`config.mk`:
```
export PLATFORM = sky130hd
export DESIGN_NAME = multi_width_alu
export DESIGN_NICKNAME = d
export VERILOG_FILES = /design/src/rtl/mwalu_pkg.sv /design/src/rtl/mwalu_addsub.sv /design/src/rtl/mwalu_logic.sv /design/src/rtl/mwalu_flags.sv /design/src/rtl/multi_width_alu.sv
export SDC_FILE = /design/constraint.sdc
export NUM_CORES = 1
export LEC_CHECK = 0
export BUFFER_PORTS_ARGS = -buffer_cell sky130_fd_sc_hd__buf_2
export CAP_MARGIN = 20
export CORE_AREA = 5 5 123 113
export DETAILED_ROUTE_END_ITERATION = 10
export DIE_AREA = 0 0 128 118
export GPL_ROUTABILITY_DRIVEN = 0
export MAX_ROUTING_LAYER = met4
export SLEW_MARGIN = 20
export SYNTH_ARGS = -nofsm -noshare
export SYNTH_HDL_FRONTEND = slang
export SYNTH_SLANG_ARGS = --single-unit
```
`constraint.sdc`:
```
create_clock -name vclk -period 9.1
set_input_delay 1.82 -clock vclk [all_inputs]
set_output_delay 1.82 -clock vclk [all_outputs]
set_load 0.02 [all_outputs]
```
`src/rtl/mwalu_pkg.sv`:
```
package mwalu_pkg;

    localparam int unsigned ALU_DATA_W = 32;
    localparam int unsigned ALU_OP_W   = 3;
    localparam int unsigned ALU_SZ_W   = 2;
    localparam int unsigned ALU_NUM_SZ = 3;

    typedef enum logic [ALU_OP_W-1:0] {
        OP_ADD = 3'd0,
        OP_SUB = 3'd1,
        OP_OR  = 3'd2,
        OP_AND = 3'd3,
        OP_XOR = 3'd4
    } alu_op_e;

    typedef enum logic [ALU_SZ_W-1:0] {
        SZ_BYTE = 2'd0,
        SZ_HALF = 2'd1,
        SZ_WORD = 2'd2
    } alu_size_e;

    // Width of lane g for a given datapath width: quarter, half, full.
    function automatic int unsigned lane_width(int unsigned g, int unsigned data_w);
        return (g == 0) ? data_w / 4 : (g == 1) ? data_w / 2 : data_w;
    endfunction

    // Maps a size code to a lane index; code 3 folds onto the word lane.
    function automatic logic [1:0] lane_of(logic [ALU_SZ_W-1:0] sz);
        return (sz == SZ_BYTE) ? 2'd0 : (sz == SZ_HALF) ? 2'd1 : 2'd2;
    endfunction

    function automatic logic is_logic_op(logic [ALU_OP_W-1:0] op);
        return (op == OP_OR) || (op == OP_AND) || (op == OP_XOR);
    endfunction

endpackage

```
`src/rtl/mwalu_addsub.sv`:
```
module mwalu_addsub #(
    parameter int unsigned DATA_W = 32,
    parameter int unsigned WIDTH  = 8
) (
    input  logic [DATA_W-1:0] dst_i,
    input  logic [DATA_W-1:0] src_i,
    input  logic              sub_i,
    output logic [DATA_W-1:0] res_o,
    output logic              carry_o,
    output logic              ovf_o
);
    localparam int unsigned MSB = WIDTH - 1;

    logic [WIDTH:0]   ext_a, ext_b, wide;
    logic [WIDTH-1:0] a_w, b_w, r_w;

    always_comb begin
        a_w   = dst_i[WIDTH-1:0];
        b_w   = src_i[WIDTH-1:0];
        ext_a = {1'b0, a_w};
        ext_b = {1'b0, b_w};
        wide  = sub_i ? (ext_a - ext_b) : (ext_a + ext_b);
        r_w   = wide[WIDTH-1:0];
        res_o = '0;
        res_o[WIDTH-1:0] = r_w;
        carry_o = wide[WIDTH];
        if (sub_i)
            ovf_o = (a_w[MSB] ^ b_w[MSB]) & (a_w[MSB] ^ r_w[MSB]);
        else
            ovf_o = (r_w[MSB] ^ a_w[MSB]) & (r_w[MSB] ^ b_w[MSB]);
    end

    always_comb begin
        if (!sub_i) begin

            add_carry_chk: assert (carry_o == (r_w < a_w))
                else $error("add carry disagrees with unsigned wrap");
        end else begin

            sub_borrow_chk: assert (carry_o == (a_w < b_w))
                else $error("subtract borrow disagrees with operand order");
        end
    end

endmodule

```
`src/rtl/mwalu_logic.sv`:
```
module mwalu_logic
    import mwalu_pkg::*;
#(
    parameter int unsigned DATA_W = 32
) (
    input  logic [DATA_W-1:0]   dst_i,
    input  logic [DATA_W-1:0]   src_i,
    input  logic [ALU_OP_W-1:0] op_i,
    input  logic [DATA_W-1:0]   mask_i,
    output logic [DATA_W-1:0]   res_o
);
    logic [DATA_W-1:0] raw;

    always_comb begin
        case (op_i)
            OP_OR:   raw = dst_i | src_i;
            OP_AND:  raw = dst_i & src_i;
            OP_XOR:  raw = dst_i ^ src_i;
            default: raw = '0;
        endcase
        res_o = raw & mask_i;
    end

endmodule

```
`src/rtl/mwalu_flags.sv`:
```
module mwalu_flags
    import mwalu_pkg::*;
#(
    parameter int unsigned DATA_W = 32
) (
    input  logic [DATA_W-1:0] res_i,
    input  logic [1:0]        lane_i,
    output logic              sign_o,
    output logic              zero_o
);
    localparam int unsigned TOP_B = lane_width(0, DATA_W) - 1;
    localparam int unsigned TOP_H = lane_width(1, DATA_W) - 1;
    localparam int unsigned TOP_W = DATA_W - 1;

    always_comb begin
        unique case (lane_i)
            2'd0:    sign_o = res_i[TOP_B];
            2'd1:    sign_o = res_i[TOP_H];
            default: sign_o = res_i[TOP_W];
        endcase
        zero_o = (res_i == '0);
    end

endmodule

```
`src/rtl/multi_width_alu.sv`:
```
module multi_width_alu
    import mwalu_pkg::*;
#(
    parameter int unsigned DATA_W = ALU_DATA_W
) (
    input  logic [DATA_W-1:0]   dst_i,
    input  logic [DATA_W-1:0]   src_i,
    input  logic [ALU_OP_W-1:0] op_i,
    input  logic [ALU_SZ_W-1:0] size_i,
    output logic [DATA_W-1:0]   result_o,
    output logic                carry_o,
    output logic                ovf_o,
    output logic                sign_o,
    output logic                zero_o
);
    localparam int unsigned BYTE_W = lane_width(0, DATA_W);
    localparam int unsigned HALF_W = lane_width(1, DATA_W);

    logic [DATA_W-1:0] as_res [ALU_NUM_SZ];
    logic              as_cy  [ALU_NUM_SZ];
    logic              as_ov  [ALU_NUM_SZ];
    logic [DATA_W-1:0] lane_mask [ALU_NUM_SZ];
    logic [DATA_W-1:0] logic_res;
    logic [1:0]        lane;
    logic              is_sub;

    assign lane   = lane_of(size_i);
    assign is_sub = (op_i == OP_SUB);

    for (genvar g = 0; g < ALU_NUM_SZ; g++) begin : g_lane
        localparam int unsigned LW = lane_width(g, DATA_W);
        if (LW == DATA_W) begin : g_full
            assign lane_mask[g] = '1;
        end else begin : g_part
            assign lane_mask[g] = {{(DATA_W-LW){1'b0}}, {LW{1'b1}}};
        end
        mwalu_addsub #(.DATA_W(DATA_W), .WIDTH(LW)) u_addsub (
            .dst_i   (dst_i),
            .src_i   (src_i),
            .sub_i   (is_sub),
            .res_o   (as_res[g]),
            .carry_o (as_cy[g]),
            .ovf_o   (as_ov[g])
        );
    end

    mwalu_logic #(.DATA_W(DATA_W)) u_logic (
        .dst_i  (dst_i),
        .src_i  (src_i),
        .op_i   (op_i),
        .mask_i (lane_mask[lane]),
        .res_o  (logic_res)
    );

    always_comb begin
        result_o = '0;
        carry_o  = 1'b0;
        ovf_o    = 1'b0;
        case (op_i)
            OP_ADD, OP_SUB: begin
                result_o = as_res[lane];
                carry_o  = as_cy[lane];
                ovf_o    = as_ov[lane];
            end
            OP_OR, OP_AND, OP_XOR: result_o = logic_res;
            default: ;
        endcase
    end

    mwalu_flags #(.DATA_W(DATA_W)) u_flags (
        .res_i  (result_o),
        .lane_i (lane),
        .sign_o (sign_o),
        .zero_o (zero_o)
    );

    always_comb begin
        if (lane == 2'd0) begin

            upper_byte_chk: assert (result_o[DATA_W-1:BYTE_W] == '0)
                else $error("bits above byte result not clear");
        end
        if (lane == 2'd1) begin

            upper_half_chk: assert (result_o[DATA_W-1:HALF_W] == '0)
                else $error("bits above half result not clear");
        end
        if (is_logic_op(op_i)) begin

            logic_flags_chk: assert (!carry_o && !ovf_o)
                else $error("logical op left carry or overflow set");
        end
        if (op_i > OP_XOR) begin

            undef_op_chk: assert (result_o == '0 && !carry_o && !ovf_o && !sign_o)
                else $error("undefined op produced nonzero output");
        end

        zero_flag_chk: assert (zero_o == (result_o == '0))
            else $error("zero flag disagrees with result");
        if (op_i == OP_ADD && zero_o) begin

            add_zero_ovf_chk: assert (!ovf_o || (dst_i[DATA_W-1] == 1'b1) || lane != 2'd2)
                else $error("positive word add overflowed to zero");
        end
    end

endmodule

```
==> results.py <==
metrics = {
    "power": {
        "vdd_ir_drop_max_v": 0.0000263,
        "power_per_cell_area_nw_per_um2": 73.9,
        "p_leak_nw": 2.63,
        "p_total_mw": 0.398,
    },
    "timing": {
        "rsz0062_at_grt": "no",
        "max_slew.worst_pin.slew_ns": 0.826,
        "relSlewSlack": 0.447,
        "fmax_mhz": 121,
        "fin_ws_ns": 0.827,
        "setup_viol": 0,
        "tns_ns": 0,
        "hold_slack_ns": 4.07,
        "final_max_slew_viol_count": 0,
        "min_period_ns": 8.27,
        "post-route-period-util": 0.909,
        "finalHoldViolCount": 0,
    },
    "grt": {
        "grt-ovfl-total": 0,
        "grt_antenna_before_repair": 0,
        "grt_pass1_vias": 5198,
        "grt_pass1_wl_um": 27600,
        "grt_max_degree": 37,
        "grt_usage": 0.225,
    },
    "outcome": {
        "outcome": "complete, no violations",
    },
    "floorplanning": {
        "start_util": 0.379,
        "dieArea_um2": 15100,
        "rows": 39,
        "core_um2": 12500,
        "die_y_um": 118,
        "die_x_um": 128,
        "io_pins": 105,
    },
    "logic_synthesis": {
        "yosys_warnings": 0,
        "syn_nets": 892,
        "yosysSeqAreaShare": 0,
        "avgSynthCellArea_um2": 6.53,
        "synth_cell_types": 65,
        "syn_area_um2": 4730,
        "synth_cells": 725,
    },
    "placed_design": {
        "dp_slack_ns": 0.902,
        "dp_hpwl_um": 14600,
        "io_buffer_count": 105,
        "placedCellCount": 966,
        "place_area_um2": 5390,
    },
    "setup_path": {
        "cp_max_fo": 32,
        "required_ns": 7.28,
        "worst-setup-path-type": "in -> out",
        "worstPathArrival_ns": 6.45,
        "startpoint_type": "input pin",
        "end_kind": "primary output",
    },
    "layout": {
        "fin_cells": 966,
        "register_area_um2": 0,
        "nets": 971,
        "num-clock-buffers": 0,
        "antenna_cells": 0,
        "utilization": 0.432,
        "syn2layout_area_growth_pct": 13.9,
        "seq_cell_count": 0,
        "drive_gt1_frac": 0.150,
        "final_area_um2": 5390,
    },
    "drt": {
        "routedWlPerCell_um": 18.2,
        "antenna_left": 0,
        "dr.pass1.iters": 5,
        "via_per_inst": 5.88,
        "drtIter0Drc": 527,
        "num_vias": 5680,
        "drt-total-wl_um": 17600,
        "drc_errors": 0,
    },
    "clock_network": {
        "post-cts-setup-buffers": 0,
        "cts.repair.resized": 0,
        "holdBufCountCts": 0,
    },
    "min_path": {
        "hp-class": "in -> out",
    },
    "flow_run": {
        "max-cap-violations": 0,
    },
}
==> cell usage after synthesis (3+ instances only) <==
cell | instances | share of area
nand3_1 | 12 | 0.013
nand2b_1 | 3 | 0.0040
o31ai_1 | 7 | 0.011
a31oi_1 | 12 | 0.016
o21a_1 | 7 | 0.011
inv_1 | 76 | 0.060
a21oi_1 | 54 | 0.057
a22oi_1 | 18 | 0.029
o21ai_1 | 7 | 0.0074
o31a_1 | 4 | 0.0074
o2111ai_1 | 4 | 0.0074
xor2_1 | 10 | 0.019
ha_1 | 97 | 0.26
o22ai_1 | 13 | 0.017
nor2b_1 | 5 | 0.0066
nand4_1 | 11 | 0.015
or3_1 | 5 | 0.0066
a21o_1 | 10 | 0.016
o21ai_0 | 62 | 0.066
a221o_1 | 3 | 0.0063
o211ai_1 | 6 | 0.0095
xnor2_1 | 45 | 0.083
nor4_1 | 12 | 0.016
nor3_1 | 15 | 0.016
nor2_1 | 50 | 0.040
clkbuf_1 | 34 | 0.027
a211oi_1 | 5 | 0.0079
and2_1 | 4 | 0.0053
a222oi_1 | 3 | 0.0063
and3_1 | 10 | 0.013
nand2_1 | 77 | 0.061
==> cell usage in the layout, fill, tap and decap left out, drive strengths merged, types with 3 or more instances in the layout <==
master / netlist / routed
xor2: 10 / 10
a211oi: 6 / 6
nand2b: 3 / 3
o31ai: 7 / 7
nor2: 50 / 50
nand4: 11 / 11
xnor2: 45 / 45
o211ai: 6 / 6
nand3: 12 / 12
nor2b: 6 / 6
buf: 2 / 113
and3: 10 / 10
nand2: 77 / 77
a222oi: 3 / 3
o21a: 7 / 7
and2: 4 / 4
o21ai: 69 / 69
ha: 97 / 97
a221o: 3 / 3
or3: 5 / 5
o22ai: 13 / 13
o31a: 4 / 4
a21oi: 54 / 54
inv: 76 / 76
o2111ai: 4 / 4
a21o: 10 / 10
nor4: 12 / 12
nor3: 15 / 15
a31oi: 12 / 12
a22oi: 18 / 18
==> cells by family (layout without fill, tap and decap cells) <==
family                   after synthesis  after routing  synth area share
multiplexers                           1              1           0.00211
adder cells (fa/ha/maj)               98             98             0.261
AO/OA/AOI/OAI                        240            240             0.325
AND/OR/NAND/NOR                      218            218             0.221
XOR/XNOR                              55             55             0.102
buffers and inverters                113            190            0.0896
==> cell type report <==
class,count,area [um^2]
Multi-Input combinational cell,612,4310
Tap cell,164,205
Timing Repair Buffer,113,586
Fill cell,1393,7100
Inverter,77,289
==> routing by layer <==
metal | global-route usage | vias to the layer above | part of all wire
li1 | - | 2782 | -
met1 | 0.325 | 2602 | 0.46
met2 | 0.343 | 266 | 0.43
met3 | 0.0227 | 30 | 0.085
met4 | 0.0351 | 0 | 0.021
met5 | - | - | 0
==> report_power, final <==
part | leakage (nW) | internal, mW | switching, mW | total (mW)
logic | 2.63 | 0.146 | 0.252 | 0.398
clock network | 0 | 0 | 0 | 0
registers | 0 | 0 | 0 | 0
==> worst max-delay path, cell delays in order <==
cell,delay [ns]
buf_2,0.43
nand2_1,0.56
o21ai_0,0.27
xnor2_1,0.10
ha_1,0.48
o21ai_0,0.16
nor3b_1,0.36
o21ai_0,0.27
nor2b_1,0.22
xnor2_1,0.18
a222oi_1,0.25
nor2_1,0.14
nor4_1,0.73
nand4_1,0.20
nor2_1,0.14
buf_2,0.17
==> path summary, 6_finish.rpt <==
kind	cells past startpoint	endpoint	slack, ns	from
setup / recovery	16	zero_o	0.83	op_i[0]
hold / removal	3	result_o[2]	4.07	op_i[1]
Note: power is estimated with default switching activity, not from simulation.
